===== config.mk =====
export PLATFORM = sky130hd
export DESIGN_NAME = divcfg_loader
export DESIGN_NICKNAME = d
export VERILOG_FILES = /design/src/rtl/divcfg_pkg.sv /design/src/rtl/divcfg_sync.sv /design/src/rtl/divcfg_shreg.sv /design/src/rtl/divcfg_tmux.sv /design/src/rtl/divcfg_loader.sv
export SDC_FILE = /design/constraint.sdc
export NUM_CORES = 1
export LEC_CHECK = 0
export BUFFER_PORTS_ARGS = -buffer_cell sky130_fd_sc_hd__buf_4
export CORE_MARGIN = 2
export CORE_UTILIZATION = 28
export CTS_CLUSTER_SIZE = 14
export DETAILED_ROUTE_END_ITERATION = 12
export PLACE_DENSITY = 0.46
export SLEW_MARGIN = 20
export SYNTH_ARGS = -nofsm -noshare
export SYNTH_HDL_FRONTEND = slang
export SYNTH_SLANG_ARGS = --single-unit

===== constraint.sdc =====
create_clock -name clk_i -period 4.3 [get_ports clk_i]
set_input_delay 0.43 -clock clk_i [delete_from_list [all_inputs] [get_ports clk_i]]
set_output_delay 0.43 -clock clk_i [all_outputs]
set_load 0.01 [all_outputs]

===== src/rtl/divcfg_pkg.sv =====
package divcfg_pkg;
  typedef enum logic [1:0] {
    TSEL_LOW   = 2'b00,
    TSEL_SHIFT = 2'b01,
    TSEL_FB    = 2'b10,
    TSEL_BANKA = 2'b11
  } tsel_e;
endpackage


===== src/rtl/divcfg_sync.sv =====
module divcfg_sync #(
  parameter int unsigned STAGES = 2,
  parameter int unsigned W      = 1
) (
  input  logic         clk_i,
  input  logic         rst_ni,
  input  logic [W-1:0] async_i,
  output logic [W-1:0] sync_o
);
  logic [W-1:0][STAGES-1:0] chain_q;

  for (genvar b = 0; b < W; b++) begin : g_bit
    if (STAGES == 1) begin : g_one
      always_ff @(posedge clk_i or negedge rst_ni) begin
        if (!rst_ni) chain_q[b] <= '0;
        else         chain_q[b] <= async_i[b];
      end
    end else begin : g_multi
      always_ff @(posedge clk_i or negedge rst_ni) begin
        if (!rst_ni) chain_q[b] <= '0;
        else         chain_q[b] <= {chain_q[b][STAGES-2:0], async_i[b]};
      end
    end
    assign sync_o[b] = chain_q[b][STAGES-1];
  end
endmodule


===== src/rtl/divcfg_shreg.sv =====
module divcfg_shreg #(
  parameter int unsigned WW = 17
) (
  input  logic          clk_i,
  input  logic          rst_ni,
  input  logic          shift_i,
  input  logic          din_i,
  output logic [WW-1:0] q_o,
  output logic [WW-1:0] next_o
);
  logic [WW-1:0] q;

  assign next_o = {q[WW-2:0], din_i};
  assign q_o    = q;

  always_ff @(posedge clk_i or negedge rst_ni) begin
    if (!rst_ni)      q <= '0;
    else if (shift_i) q <= next_o;
  end

  AST_SR_ENTRY: assert property (@(posedge clk_i) disable iff (!rst_ni)
    shift_i |=> q_o[0] == $past(din_i));
  AST_SR_MOVE: assert property (@(posedge clk_i) disable iff (!rst_ni)
    shift_i |=> q_o[WW-1:1] == $past(q_o[WW-2:0]));
  AST_SR_IDLE: assert property (@(posedge clk_i) disable iff (!rst_ni)
    !shift_i |=> $stable(q_o));
endmodule


===== src/rtl/divcfg_tmux.sv =====
module divcfg_tmux
  import divcfg_pkg::*;
(
  input  tsel_e sel_i,
  input  logic  en_i,
  input  logic  sr_out_i,
  input  logic  fb_i,
  input  logic  banka_i,
  output logic  test_o
);
  always_comb begin
    test_o = 1'b0;
    if (en_i) begin
      unique case (sel_i)
        TSEL_LOW:   test_o = 1'b0;
        TSEL_SHIFT: test_o = sr_out_i;
        TSEL_FB:    test_o = fb_i;
        TSEL_BANKA: test_o = banka_i;
        default:    test_o = 1'b0;
      endcase
    end
  end
endmodule


===== src/rtl/divcfg_loader.sv =====
module divcfg_loader
  import divcfg_pkg::*;
#(
  parameter int unsigned M_W         = 9,
  parameter int unsigned N_W         = 3,
  parameter int unsigned SYNC_STAGES = 2
) (
  input  logic           clk_i,
  input  logic           rst_ni,
  input  logic           par_load_ni,
  input  logic [M_W-1:0] par_m_i,
  input  logic [N_W-1:0] par_na_i,
  input  logic [N_W-1:0] par_nb_i,
  input  logic           ser_clk_i,
  input  logic           ser_data_i,
  input  logic           ser_load_i,
  input  logic           fb_div_i,
  input  logic           bank_a_clk_i,
  output logic [M_W-1:0] m_o,
  output logic [N_W-1:0] na_o,
  output logic [N_W-1:0] nb_o,
  output logic           test_o
);
  localparam int unsigned T_W    = 2;
  localparam int unsigned WORD_W = T_W + 2*N_W + M_W;
  localparam int unsigned NA_LO  = M_W;
  localparam int unsigned NB_LO  = M_W + N_W;
  localparam int unsigned T_LO   = M_W + 2*N_W;
  localparam int unsigned CTL_W  = 3;  // [0] parallel strobe, [1] serial clock, [2] serial load

  logic [CTL_W-1:0]  ctl_s, ctl_prev_q;
  logic              sdata_s;
  logic              pl_lvl, pl_rise, sclk_rise, sld_rise, sld_high, ser_act, shift_en;
  logic [WORD_W-1:0] sr_q, sr_next, held_q;

  divcfg_sync #(.STAGES(SYNC_STAGES), .W(CTL_W)) u_ctl_sync (
    .clk_i  (clk_i),
    .rst_ni (rst_ni),
    .async_i({ser_load_i, ser_clk_i, par_load_ni}),
    .sync_o (ctl_s)
  );

  divcfg_sync #(.STAGES(SYNC_STAGES), .W(1)) u_dat_sync (
    .clk_i  (clk_i),
    .rst_ni (rst_ni),
    .async_i(ser_data_i),
    .sync_o (sdata_s)
  );

  always_ff @(posedge clk_i or negedge rst_ni) begin
    if (!rst_ni) ctl_prev_q <= '0;
    else         ctl_prev_q <= ctl_s;
  end

  assign pl_lvl    = ctl_prev_q[0];
  assign pl_rise   = ctl_s[0] & ~ctl_prev_q[0];
  assign sclk_rise = ctl_s[1] & ~ctl_prev_q[1];
  assign sld_rise  = ctl_s[2] & ~ctl_prev_q[2];
  assign sld_high  = ctl_s[2];
  assign ser_act   = ctl_s[0] & pl_lvl;
  assign shift_en  = ser_act & sclk_rise;

  divcfg_shreg #(.WW(WORD_W)) u_shreg (
    .clk_i  (clk_i),
    .rst_ni (rst_ni),
    .shift_i(shift_en),
    .din_i  (sdata_s),
    .q_o    (sr_q),
    .next_o (sr_next)
  );

  // parallel capture wins; serial pass-through before edge transfer
  always_ff @(posedge clk_i or negedge rst_ni) begin
    if (!rst_ni) begin
      held_q <= '0;
    end else if (pl_rise) begin
      held_q[M_W-1:0]         <= par_m_i;
      held_q[NA_LO +: N_W]    <= par_na_i;
      held_q[NB_LO +: N_W]    <= par_nb_i;
    end else if (shift_en && sld_high) begin
      held_q <= sr_next;
    end else if (ser_act && sld_rise) begin
      held_q <= sr_q;
    end
  end

  assign m_o  = pl_lvl ? held_q[M_W-1:0]      : par_m_i;
  assign na_o = pl_lvl ? held_q[NA_LO +: N_W] : par_na_i;
  assign nb_o = pl_lvl ? held_q[NB_LO +: N_W] : par_nb_i;

  divcfg_tmux u_tmux (
    .sel_i   (tsel_e'(held_q[T_LO +: T_W])),
    .en_i    (pl_lvl),
    .sr_out_i(sr_q[WORD_W-1]),
    .fb_i    (fb_div_i),
    .banka_i (bank_a_clk_i),
    .test_o  (test_o)
  );

  AST_PAR_CAPTURE: assert property (@(posedge clk_i) disable iff (!rst_ni)
    pl_rise |=> (m_o == $past(par_m_i)) && (na_o == $past(par_na_i)) && (nb_o == $past(par_nb_i)));
  AST_PAR_TEST_LOW: assert property (@(posedge clk_i) disable iff (!rst_ni)
    !pl_lvl |-> !test_o);
  AST_SHIFT_QUIET: assert property (@(posedge clk_i) disable iff (!rst_ni)
    (shift_en && !sld_high && !sld_rise) |=> $stable({m_o, na_o, nb_o}));
  AST_LOAD_XFER: assert property (@(posedge clk_i) disable iff (!rst_ni)
    (ser_act && sld_rise && !shift_en) |=>
      (m_o == $past(sr_q[M_W-1:0])) && (na_o == $past(sr_q[NA_LO +: N_W])));
  AST_PASS_THRU: assert property (@(posedge clk_i) disable iff (!rst_ni)
    (shift_en && sld_high) |=> (m_o == $past(sr_next[M_W-1:0])) && (nb_o == $past(sr_next[NB_LO +: N_W])));
  AST_CODE_LOW: assert property (@(posedge clk_i) disable iff (!rst_ni)
    (pl_lvl && held_q[T_LO +: T_W] == 2'b00) |-> !test_o);
endmodule


Yosys cells after proc, flatten, opt, wreduce, memory -nomap -nowiden
Cells that the tools add are included.
- add/subtract/negate cells: 0
- $mul: 0
- div/mod/pow operators: 0
- magnitude comparators: 0
- equality and inequality tests: 3
- shift operators: 0
- muxes and demuxes: 8
- bitwise logic cells: 9
- reductions and logical operators: 6
- operator list (operator ; number):
    17-bit two-way mux ; 2
    15-bit two-way mux ; 1
    9-bit two-way mux ; 1
    3-bit two-way mux ; 2
    1-bit AND ; 5
    2-bit == test, second input constant ; 2
    1-bit inverter ; 4
    1-bit one-hot mux with 4 select lines ; 1
    3-bit nonzero test ; 1
    2-bit by 1-bit == test with 1-bit output, second input constant ; 1
    1-bit logical AND ; 2
    2-bit zero test ; 1
    2-bit AND reduction ; 1
    2-bit nonzero test ; 1
    1-bit two-way mux ; 1
- register bits after elaboration: 45
- bits in latches: 0
- bits in writable memories: 0
- memory bits (read-only): 0
- input port bits: 23
- output and inout bits: 16
- logic and storage cells: 34
- memories kept: 0

Logic depth before layout (Yosys ltp)
Gate-level depths: netlist (run 1).
- depth after elaboration: 6
- gate-level depth with buffers: 6
- gate-level depth less buffers: 4

Modules after synthesis
Synthesis (run 1) repeated with hierarchy kept, for this count alone.
- cell total of the unflattened synthesis: 187
- area total of the unflattened synthesis: 2324.7 sq um
- modules (own cells, without submodules) (module ; times used ; cells an instance ; area each (sq um) ; sequential area each (sq um)):
    divcfg_loader ; 1 ; 119 ; 1257.5 ; 500.5
    divcfg_shreg ; 1 ; 53 ; 813.3 ; 425.4
    divcfg_sync (u_ctl_sync) ; 1 ; 9 ; 172.7 ; 150.1
    divcfg_sync (u_dat_sync) ; 1 ; 2 ; 50.0 ; 50.0
    divcfg_tmux ; 1 ; 4 ; 31.3 ; 0.0

Worst setup path after synthesis (run 1)
No wires, ideal clock.
- kind: reg2out
- start: register ctl_prev_q[0]
- end: output m_o[3]
- arrival: 1.112 ns
- required time: 3.870 ns
- path slack: 2.758 ns
- cell stages (with the launch flop): 4
- buffers on the path: 2
- path through: dfrtp_1 buf_4 buf_2 mux2_2
- cells in the longest elaborated chain, start to end: 1
- RTL lines (item ; RTL line ; text):
    start: declaration ; divcfg_loader.sv:31 ; logic [CTL_W-1:0] ctl_s, ctl_prev_q;
    start signal: assignment ; divcfg_loader.sv:52 ; else ctl_prev_q <= ctl_s;
    9-bit two-way mux ; divcfg_loader.sv:87 ; assign m_o = pl_lvl ? held_q[M_W-1:0] : par_m_i;
    end: declaration ; divcfg_loader.sv:19 ; output logic [M_W-1:0] m_o,
Every way passes these cells.

Worst setup path after layout (run 1)
- start: register ctl_prev_q[0]
- end: output m_o[4]
The elaborated chain is that of the path after synthesis.

==> flow_metrics.env, run 1 <==
export IMPL_status="finished clean"
export IMPL_timing_fmax_mhz=445.7
export IMPL_cp_data_required_time_ns=3.87
export IMPL_drive_gt1_frac=0.3951
export IMPL_maxUsedRoutingLayer="met4"
export IMPL_slew_viol_final=0
export IMPL_period_needed_ns=2.244
export IMPL_cp_max_fo=21
export IMPL_drt_iter0_drc=76
export IMPL_pwr_density_cell_nw_per_um2=357.8
export IMPL_cts_resized=0
export IMPL_setup_viol=0
export IMPL_dp_cells=297
export IMPL_rows=31
export IMPL_seqCellArea_um2=1126
export IMPL_p_sw_mw=0.2346
export IMPL_syn_avg_cell_area_um2=12.59
export IMPL_via_count=1472
export IMPL_dr_pass1_iters=4
export IMPL_post_place_ws_ns=2.125
export IMPL_cts_made_buffers=5
export IMPL_synth_area_leader_cell="dfrtp_1"
export IMPL_grt_max_degree=46
export IMPL_syn2layout_area_growth_pct=19.12
export IMPL_portBuffers=38
export IMPL_pwr_share_seq=0.548
export IMPL_grt_pass1_vias=1479
export IMPL_rsz0062_at_grt="false"
export IMPL_num_antenna_cells=0
export IMPL_hp_class="primary input to asynchronous set/reset pin"
export IMPL_ys_warnings_count=0
export IMPL_htreeDepth=2
export IMPL_clk_path_buf_depth=2
export IMPL_end_kind="primary output"
export IMPL_post_cts_buffers=0
export IMPL_grt_antenna_before_repair=0
export IMPL_netlist_area_um2=2153
export IMPL_wl_met2_um=1938
export IMPL_synth_top_area_share=0.5230
export IMPL_hold_viol_final=0
export IMPL_pwr_share_comb=0.166
export IMPL_stdcell_count=304
export IMPL_p_leak_nw=1.123
export IMPL_cts_tree="yes"
export IMPL_hpwl_um=2763
export IMPL_avgRoutedWirePerCell_um=14.70
export IMPL_setup_ws_ns=2.056
export IMPL_clk_pin_slew_worst_paths_ns=0.08
export IMPL_cts_sinks=45
export IMPL_cts_root_buffer="clkbuf_8"
export IMPL_maxCapViolations=0
export IMPL_place_congestion=0.7457
export IMPL_pin_count=39
export IMPL_synth_distinct_cells=22
export IMPL_swShare=0.2556
export IMPL_overflow=0
export IMPL_finClkSkew_ns=0.005729
export IMPL_cp_arrival_ns=1.81
export IMPL_vias_per_cell=4.842
export IMPL_fillers=741
export IMPL_multi_input_area_um2=939.7
export IMPL_ys_ff_latch=45
export IMPL_wl_met1_um=2216
export IMPL_wl_um=4470
export IMPL_path_class="flip-flop to primary output"
export IMPL_die_height_um=91.70
export IMPL_relSlewSlack=0.3719
export IMPL_power_mw=0.9177
export IMPL_cp_start_kind="flip-flop"
export IMPL_nNetsFinal=228
export IMPL_p_clk_frac=0.286
export IMPL_route_met3_wl_um=301
export IMPL_vdd_ir_drop_max_mv=0.1365
export IMPL_worst_slew_pin_slew_ns=0.9379
export IMPL_insertion_delay_ns=0.29
export IMPL_ant_nets=0
export IMPL_whs_ns=0.1228
export IMPL_synth_nets=194
export IMPL_dieWidth_um=91.70
export IMPL_yosysSeqAreaShare=0.5230
export IMPL_fin_setup_tns_ns=0
export IMPL_drc=0
export IMPL_die_area_um2=8408
export IMPL_ctsHoldBuffers=0
export IMPL_fin_crit_sh=0.5218
export IMPL_grt_usage=0.1122
export IMPL_core_area_um2=7331
export IMPL_synth_area_leaders="dfrtp_1 (52%), mux2_2 (12%), a221o_1 (7.0%), mux2_4 (6.3%), nand3b_1 (5.2%)"
export IMPL_grt_pass1_wl_um=7486
export IMPL_power_internal_mw=0.6832
export IMPL_netlist_instances=171
export IMPL_start_util=0.2937
[power by group through the flow]
stage               Clock, mW  Combinational [mW]  Sequential, mW
detailed placement          0               0.154           0.512
floorplan                   0               0.102           0.498
global placement            0               0.154           0.512
global route            0.292               0.168           0.512
CTS                     0.277               0.155           0.504
finish                  0.263               0.152           0.503
[placed cells by master (no fill, tap or decap), drive strengths merged]
master	synthesis	final
nor2	5	5
nand2	20	20
nand4	1	1
o22a	1	1
mux2	32	32
a31oi	1	1
nand2b	1	1
clkbuf	1	7
nand3b	15	15
nor3	1	1
dfrtp	45	45
o221ai	1	1
a221o	15	15
nand3	2	2
buf	10	38
nor2b	2	2
inv	1	1
a21oi	17	17
[critical path: stages (launching register included)]
cell and delay (ns):
dfrtp_1 0.96, mux2_2 0.42, buf_4 0.14
[cell type report]
cell class / count / share of cell area
repair buffers: 38 / 0.1112
well taps: 99 / 0.04829
inverters: 1 / 0.001463
multi-input cells: 114 / 0.3663
clock buffers: 7 / 0.03366
flip-flops and latches: 45 / 0.4390
[cells by family after synthesis]
logic type             count (synthesis)  share of synthesized area
flip-flops                            45                     0.5230
AO/OA/AOI/OAI                         35                     0.1284
multiplexers                          32                     0.1830
AND/OR/NAND/NOR                       47                     0.1249
buffers and inverters                 12                    0.04067
[state kept, by name, indices dropped and copies added, names as in the netlist]
signal and cells:
u_dat_sync.chain_q 2, held_q 17, u_shreg.q_o 17, u_ctl_sync.sync_o 3
ctl_prev_q 3, u_ctl_sync.chain_q 3
[per-layer routing]
metal / global-route usage / vias to the layer above
li1: - / 697
met1: 0.1558 / 722
met2: 0.1722 / 51
met3: 0.03205 / 2
met4: 0.02985 / 0
met5: 0 / -
[Yosys cell counts]
master	number
buf_6	4
nand4_1	1
nand3_4	1
a21oi_1	17
nand2_1	20
a221o_1	15
nor2b_2	2
mux2_2	23
o22a_1	1
nor2_1	5
buf_2	4
inv_1	1
a31oi_1	1
clkbuf_1	1
mux2_4	9
buf_4	2
nand3b_1	15
nand3_2	1
nor3_1	1
nand2b_1	1
dfrtp_1	45
o221ai_4	1
[final timing paths]
kind | end | slack [ns] | startpoint | cells after the start
max | m_o[4] | 2.06 | ctl_prev_q[0]$_DFF_PN0_ | 2
min | u_shreg.q_o[10]$_DFFE_PN0P_ | 0.12 | rst_ni | 1
max reg2reg | held_q[15]$_DFFE_PN0P_ | 2.16 | ctl_prev_q[0]$_DFF_PN0_ | 4
min reg2reg | u_ctl_sync.sync_o[0]$_DFF_PN0_ | 0.35 | u_ctl_sync.chain_q[0]$_DFF_PN0_ | 0
max in group asynchronous | held_q[1]$_DFFE_PN0P_ | 3.78 | rst_ni | 1
min in group clk_i | u_ctl_sync.chain_q[4]$_DFF_PN0_ | 0.24 | ser_load_i | 1
[through the flow]
step / cell area (um2) / utilization
2_1_floorplan: 2153 / -
3_3_place_gp: 2479 / 0.3381
3_5_place_dp: 2479 / 0.3381
4_1_cts: 2565 / 0.3499
5_1_grt: 2565 / 0.3499
6_report: 2565 / 0.3499
Note: power is estimated with default switching activity, not from simulation.
==> inputs of run 2 (changes only) <==
ABC_AREA = 1   (was not set)
PLACE_DENSITY = 0.47   (was 0.46)
clock period = 1.92 ns   (was 4.3 ns; I/O delays follow)
==> run 2 against run 1 <==
Compared with the run above: register-to-register slack worse by 1.7 ns; cell area is 7.7% higher; global-route usage is 0.76 points higher; sequential cell count stayed put; sequential power is 110% higher; utilization is 0.38 points higher; setup slack worse by 1.6 ns; wire length is 8.9% higher; clock skew hardly changed; critical path type unchanged; critical endpoint is now test_o; largest power group unchanged.
==> flow_metrics.env, run 2 <==
export IMPL_status="finished clean"
export IMPL_cp_depth=5
export IMPL_synth_area_leaders="dfrtp_1 (49%), nand2_1 (26%), nand3_1 (7.7%), inv_1 (4.3%), o21ai_0 (3.7%)"
export IMPL_syn2layout_area_growth_pct=21.13
export IMPL_crit_top_cell="o21ai_0"
export IMPL_cp_slowest_stage_delay_ns=0.41
export IMPL_dieWidth_um=94.23
export IMPL_core_area_um2=7807
export IMPL_yosys_area_share_simple=0.3710
export IMPL_whs_ns=0.1349
export IMPL_layout_commonest_cell="nand2_1"
export IMPL_vias_per_cell=4.206
export IMPL_die_area_um2=8879
export IMPL_final_cell_mix="nand2_1 (158), dfrtp_1 (45), buf_4 (41)"
export IMPL_cts_tree="yes"
export IMPL_hp_class="primary input to flip-flop"
export IMPL_pin_count=39
export IMPL_cp_data_required_time_ns=1.73
export IMPL_synth_compound_area_frac=0.04171
export IMPL_wl_met1_um=2483
export IMPL_synth_commonest_cells="nand2_1 (158), dfrtp_1 (45), nand3_1 (35)"
export IMPL_die_height_um=94.23
export IMPL_drt_iter0_drc=80
export IMPL_cp_slowest_cell="dfrtp_1"
export IMPL_maxUsedRoutingLayer="met4"
export IMPL_rr_endpoint="held_q[16]$_DFFE_PN0P_"
export IMPL_via_count=1901
export IMPL_critical_path_top_delay_family="flip-flops"
export IMPL_finish_instance_area_um2=2761
export IMPL_rsz0062_at_grt="false"
export IMPL_cts_resized=0
export IMPL_num_antenna_cells=0
export IMPL_fillers=864
export IMPL_async_reset_ff_frac=1.000
export IMPL_cts_made_buffers=5
export IMPL_synth_top_family_by_area="simple AND/OR/NAND/NOR gates"
export IMPL_cp_start_kind="flip-flop"
export IMPL_ys_ff_latch=45
export IMPL_wl_met2_um=2133
export IMPL_synth_most_common_cell="nand2_1"
export IMPL_insertion_delay_ns=0.30
export IMPL_p_leak_nw=1.519
export IMPL_min_to="held_q[13]$_DFFE_PN0P_"
export IMPL_grt_antenna_before_repair=0
export IMPL_ant_nets=0
export IMPL_place_congestion=0.7935
export IMPL_hold_viol_final=0
export IMPL_fin_crit_sh=0.7572
export IMPL_drc=0
export IMPL_grt_pass1_wl_um=8383
export IMPL_r2r_cells=6
export IMPL_synth_distinct_cells=20
export IMPL_synthMuxAreaShare=0
export IMPL_overflow=0
export IMPL_path_cells="o21ai_0, a21oi_1, o21ai_0, inv_1, buf_4"
export IMPL_post_place_ws_ns=0.4784
export IMPL_cts_sinks=45
export IMPL_rows=32
export IMPL_cp_arrival_ns=1.26
export IMPL_synthAdderAreaFrac=0
export IMPL_start_util=0.2920
export IMPL_worst_slew_pin_slew_ns=0.5790
export IMPL_timing_rr_start="u_ctl_sync.sync_o[0]$_DFF_PN0_"
export IMPL_dp_cells=439
export IMPL_netlist_instances=309
export IMPL_portBuffers=38
export IMPL_setup_ws_ns=0.4662
export IMPL_hpwl_um=3518
export IMPL_vdd_ir_drop_max_mv=0.2320
export IMPL_nNetsFinal=372
export IMPL_synth_edff_count=0
export IMPL_synth_area_leader_cell="dfrtp_1"
export IMPL_grt_usage=0.1198
export IMPL_synth_flop_cell="dfrtp_1"
export IMPL_syn_avg_cell_area_um2=7.378
export IMPL_clk_path_buf_depth=2
export IMPL_path_buf_inv=2
export IMPL_cts_root_buffer="clkbuf_8"
export IMPL_drive_gt1_frac=0.1657
export IMPL_yosysSeqAreaShare=0.4940
export IMPL_maxCapViolations=0
export IMPL_stdcell_count=452
export IMPL_clk_pin_slew_worst_paths_ns=0.09
export IMPL_slew_viol_final=0
export IMPL_cp_max_fo=4
export IMPL_timing_fmax_mhz=687.9
export IMPL_synth_top_area_share=0.4940
export IMPL_period_needed_ns=1.454
export IMPL_avgRoutedWirePerCell_um=10.77
export IMPL_grt_max_degree=46
export IMPL_fin_setup_tns_ns=0
export IMPL_dpl_cell_area_um2=2620
export IMPL_ys_warnings_count=0
export IMPL_path_class="flip-flop to primary output"
export IMPL_route_met3_wl_um=176
export IMPL_synth_xor_area_frac=0
export IMPL_wl_um=4867
export IMPL_finClkSkew_ns=0.005790
export IMPL_htreeDepth=2
export IMPL_setup_viol=0
export IMPL_hold_depth=3
export IMPL_synth_nets=332
export IMPL_grt_pass1_vias=1784
export IMPL_r2r_slack_ns=0.49
export IMPL_dr_pass1_iters=4
export IMPL_netlist_area_um2=2280
export IMPL_pwr_density_cell_nw_per_um2=726.3
export IMPL_relSlewSlack=0.6140
export IMPL_hold_start="par_nb_i[1]"
export IMPL_end_kind="primary output"
[run 2: cell count changes after synthesis, sizes merged, moves of 16 or more]
| cell | previous run | this run |
|---|---|---|
| inv | 1 | 28 |
| nand2 | 20 | 162 |
| o21ai | 0 | 18 |
| nand3 | 2 | 35 |
| a21oi | 17 | 1 |
| mux2 | 32 | 0 |
[run 2: cell families (layout without fill, tap and decap cells)]
| family | Yosys count | after routing |
|---|---|---|
| DFF | 45 | 45 |
| and+or+nand+nor | 201 | 201 |
| AOI/OAI and AO/OA | 19 | 19 |
| buffers and inverters | 44 | 85 |
[run 2: area by class of cell]
type / count / area [um2] / area share
Tap cell: 102 / 127.6 / 0.04622
Timing Repair Buffer: 46 / 357.8 / 0.1296
Multi-Input combinational cell: 220 / 940.9 / 0.3407
Clock buffer: 5 / 68.82 / 0.02492
Clock inverter: 3 / 22.52 / 0.008156
Sequential cell: 45 / 1126 / 0.4078
Inverter: 31 / 117.6 / 0.04259
[run 2: tightest hold or removal path: cells and delay by family]
| family | cells | cell delay (ns) |
|---|---|---|
| simple gates | 2 | 0.12 |
| buf+inv | 1 | 0.08 |
[run 2: worst max-delay path by stage]
stage	slack (ns)	from	end
CTS	0.45	held_q[15]$_DFFE_PN0P_	test_o
global placement	0.46	u_ctl_sync.sync_o[0]$_DFF_PN0_	held_q[12]$_DFFE_PN0P_
finish	0.47	held_q[15]$_DFFE_PN0P_	test_o
global route	0.29	u_ctl_sync.sync_o[0]$_DFF_PN0_	held_q[13]$_DFFE_PN0P_
detailed placement	0.48	u_ctl_sync.sync_o[0]$_DFF_PN0_	held_q[12]$_DFFE_PN0P_
floorplan	0.71	ctl_prev_q[0]$_DFF_PN0_	m_o[2]
[run 2: repair_timing]
item | CTS | global route
setup buffers | 0 | 0
setup endpoints to repair | 0 | 0
endpoints found under the hold margin | 49 | 0
hold buffers | 5 | 0
[run 2: routing by layer]
layer | vias to the layer above | global-route usage
met1 | 841 | 0.1617
li1 | 1024 | -
met4 | 0 | 0.03986
met5 | - | 0
met3 | 6 | 0.02729
met2 | 30 | 0.1893
[run 2: report_power, final]
part,switching (mW),internal (mW),total (mW)
registers,0.0566,1.02,1.08
clock network,0.334,0.255,0.589
logic,0.186,0.150,0.336
total,0.576,1.43,2.01
[run 2: stage by stage]
stage | power, mW | util
after floorplan | 1.285 | -
after global placement | 1.434 | 0.3356
after detailed placement | 1.435 | 0.3356
after CTS | 2.044 | 0.3537
after global routing | 2.141 | 0.3537
final | 2.006 | 0.3537
==> inputs of run 3 (changes only) <==
clock period = 1.3 ns   (was 1.92 ns; I/O delays follow)
==> run 3 against run 2 <==
Compared with the run above: the run now ends with negative setup slack left; non-clock buffer count grew 13; total power is 55% higher; critical path depth stayed put; global-route usage grew 0.54 points; hold slack got worse by 0.064 ns; critical path type unchanged; final cell count up 3.5%; combinational power increased by 82%.
==> flow_metrics.env, run 3 (same netlist as run 2, synthesis figures left out) <==
export IMPL_relSlewSlack=0.6135
export IMPL_grt_max_degree=46
export IMPL_grt_usage=0.1252
export IMPL_rr_endpoint="held_q[3]$_DFFE_PN0P_"
export IMPL_rows=32
export IMPL_r2r_slack_ns=0.01
export IMPL_hpwl_um=3621
export IMPL_start_util=0.2920
export IMPL_via_count=1994
export IMPL_portBuffers=38
export IMPL_path_buf_inv=2
export IMPL_num_antenna_cells=0
export IMPL_clk_path_buf_depth=2
export IMPL_startpoint="held_q[15]$_DFFE_PN0P_"
export IMPL_overflow=0
export IMPL_wl_um=5538
export IMPL_timing_fmax_mhz=742.4
export IMPL_hp_class="primary input to flip-flop"
export IMPL_drive_gt1_frac=0.2842
export IMPL_cp_arrival_ns=1.22
export IMPL_insertion_delay_ns=0.31
export IMPL_ant_nets=0
export IMPL_path_class="flip-flop to primary output"
export IMPL_vdd_ir_drop_max_mv=0.3435
export IMPL_pin_count=39
export IMPL_die_area_um2=8879
export IMPL_pwr_density_cell_nw_per_um2=973.2
export IMPL_clk_pin_slew_worst_paths_ns=0.09
export IMPL_place_congestion=0.7378
export IMPL_setup_ws_ns=-0.04691
export IMPL_dr_pass1_iters=4
export IMPL_hold_viol_final=0
export IMPL_die_height_um=94.23
export IMPL_maxCapViolations=0
export IMPL_period_needed_ns=1.347
export IMPL_syn2layout_area_growth_pct=39.96
export IMPL_fin_crit_sh=1.036
export IMPL_finClkSkew_ns=0.007784
export IMPL_grt_pass1_vias=1809
export IMPL_cp_depth=5
export IMPL_cts_sinks=45
export IMPL_grt_antenna_before_repair=0
export IMPL_cts_tree="yes"
export IMPL_cp_slowest_cell="dfrtp_1"
export IMPL_cts_made_buffers=5
export IMPL_finish_instance_area_um2=3191
export IMPL_cts_root_buffer="clkbuf_8"
export IMPL_critPathCapture="test_o"
export IMPL_cp_data_required_time_ns=1.17
export IMPL_timing_rr_start="ctl_prev_q[0]$_DFF_PN0_"
export IMPL_nNetsFinal=388
export IMPL_layout_commonest_cell="nand2_1"
export IMPL_violations="negative setup slack"
export IMPL_end_kind="primary output"
export IMPL_fin_setup_tns_ns=-0.5427
export IMPL_path_cells="o21ai_1, a21oi_1, o21ai_0, inv_1, buf_4"
export IMPL_htreeDepth=2
export IMPL_dieWidth_um=94.23
export IMPL_avgRoutedWirePerCell_um=11.83
export IMPL_setup_viol=16
export IMPL_post_route_util=0.4087
export IMPL_p_leak_nw=1.665
export IMPL_grt_pass1_wl_um=8597
export IMPL_drc=0
export IMPL_cp_start_kind="flip-flop"
export IMPL_status="finished with violations"
export IMPL_dpl_cell_area_um2=2710
export IMPL_cp_max_fo=4
export IMPL_critical_path_top_delay_family="flip-flops"
export IMPL_drt_iter0_drc=125
export IMPL_worst_slew_pin_slew_ns=0.5797
export IMPL_cp_slowest_stage_delay_ns=0.41
export IMPL_final_cell_mix="nand2_1 (144), dfrtp_1 (45), buf_4 (41)"
export IMPL_core_area_um2=7807
export IMPL_rsz0062_at_grt="true"
export IMPL_vias_per_cell=4.261
export IMPL_slew_viol_final=0
export IMPL_r2r_cells=8
## run 3: worst min path at each step
stage / depth (start not counted) / end / slack, ns / start
final: 3 / held_q[13]$_DFFE_PN0P_ / 0.07 / par_nb_i[1]
after global routing: 3 / held_q[13]$_DFFE_PN0P_ / 0.09 / par_nb_i[1]
after CTS: 3 / held_q[12]$_DFFE_PN0P_ / 0.06 / par_nb_i[0]
after detailed placement: 1 / u_ctl_sync.chain_q[4]$_DFF_PN0_ / 0.18 / rst_ni
after global placement: 1 / u_ctl_sync.chain_q[4]$_DFF_PN0_ / 0.18 / rst_ni
after floorplan: 0 / ctl_prev_q[0]$_DFF_PN0_ / -0.17 / rst_ni
## run 3: timing repair
action                                  4_1_cts  5_1_grt
resized for setup                             4       47
cloned                                        0        5
buffers inserted                              1        3
endpoints found under the hold margin        49        0
pin swaps                                     0        8
endpoints found under the setup margin       16       38
hold buffers                                  5        0
## run 3: per-layer routing
metal  wire length (um)  part of all wire  track usage  up-vias
met2               2560              0.46       0.1911       36
met1               2639              0.48       0.1718      890
met3                250             0.045      0.02970        6
met4                 88             0.016      0.04710        0
li1                   -                 -            -     1062
met5                  0                 0            0        -
## run 3: power by group
part	internal, mW	switching (mW)
combinational	0.292	0.320
clock	0.382	0.506
sequential	1.51	0.0927
## run 3: final cells by class
cell class / count / area, um2
multi-input cells: 223 / 1120
fillers: 837 / 4617
clock buffers: 5 / 68.82
flip-flops and latches: 45 / 1126
well taps: 102 / 127.6
inverters: 31 / 137.6
repair buffers: 59 / 588.1
clock inverters: 3 / 22.52
## run 3: stage by stage
stage	power, mW	hold slack [ns]	cells	setup WS (ns)
floorplan	1.898	-0.1656	309	0.1038
global placement	2.141	0.1811	446	0.02101
detailed placement	2.144	0.1771	446	0.04047
CTS	3.069	0.06385	460	-0.06452
global route	3.310	0.08568	468	-0.1515
finish	3.105	0.07048	468	-0.04691
## run 3: worst register-to-register path, stage by stage, from the launching register on
cell     delay [ns]
dfrtp_1        0.43
nand2_4        0.10
nor2_8         0.17
buf_12         0.17
nand2_8        0.07
nand2_1        0.06
nand2_1        0.05
nand2_1        0.07
nand2_1        0.06
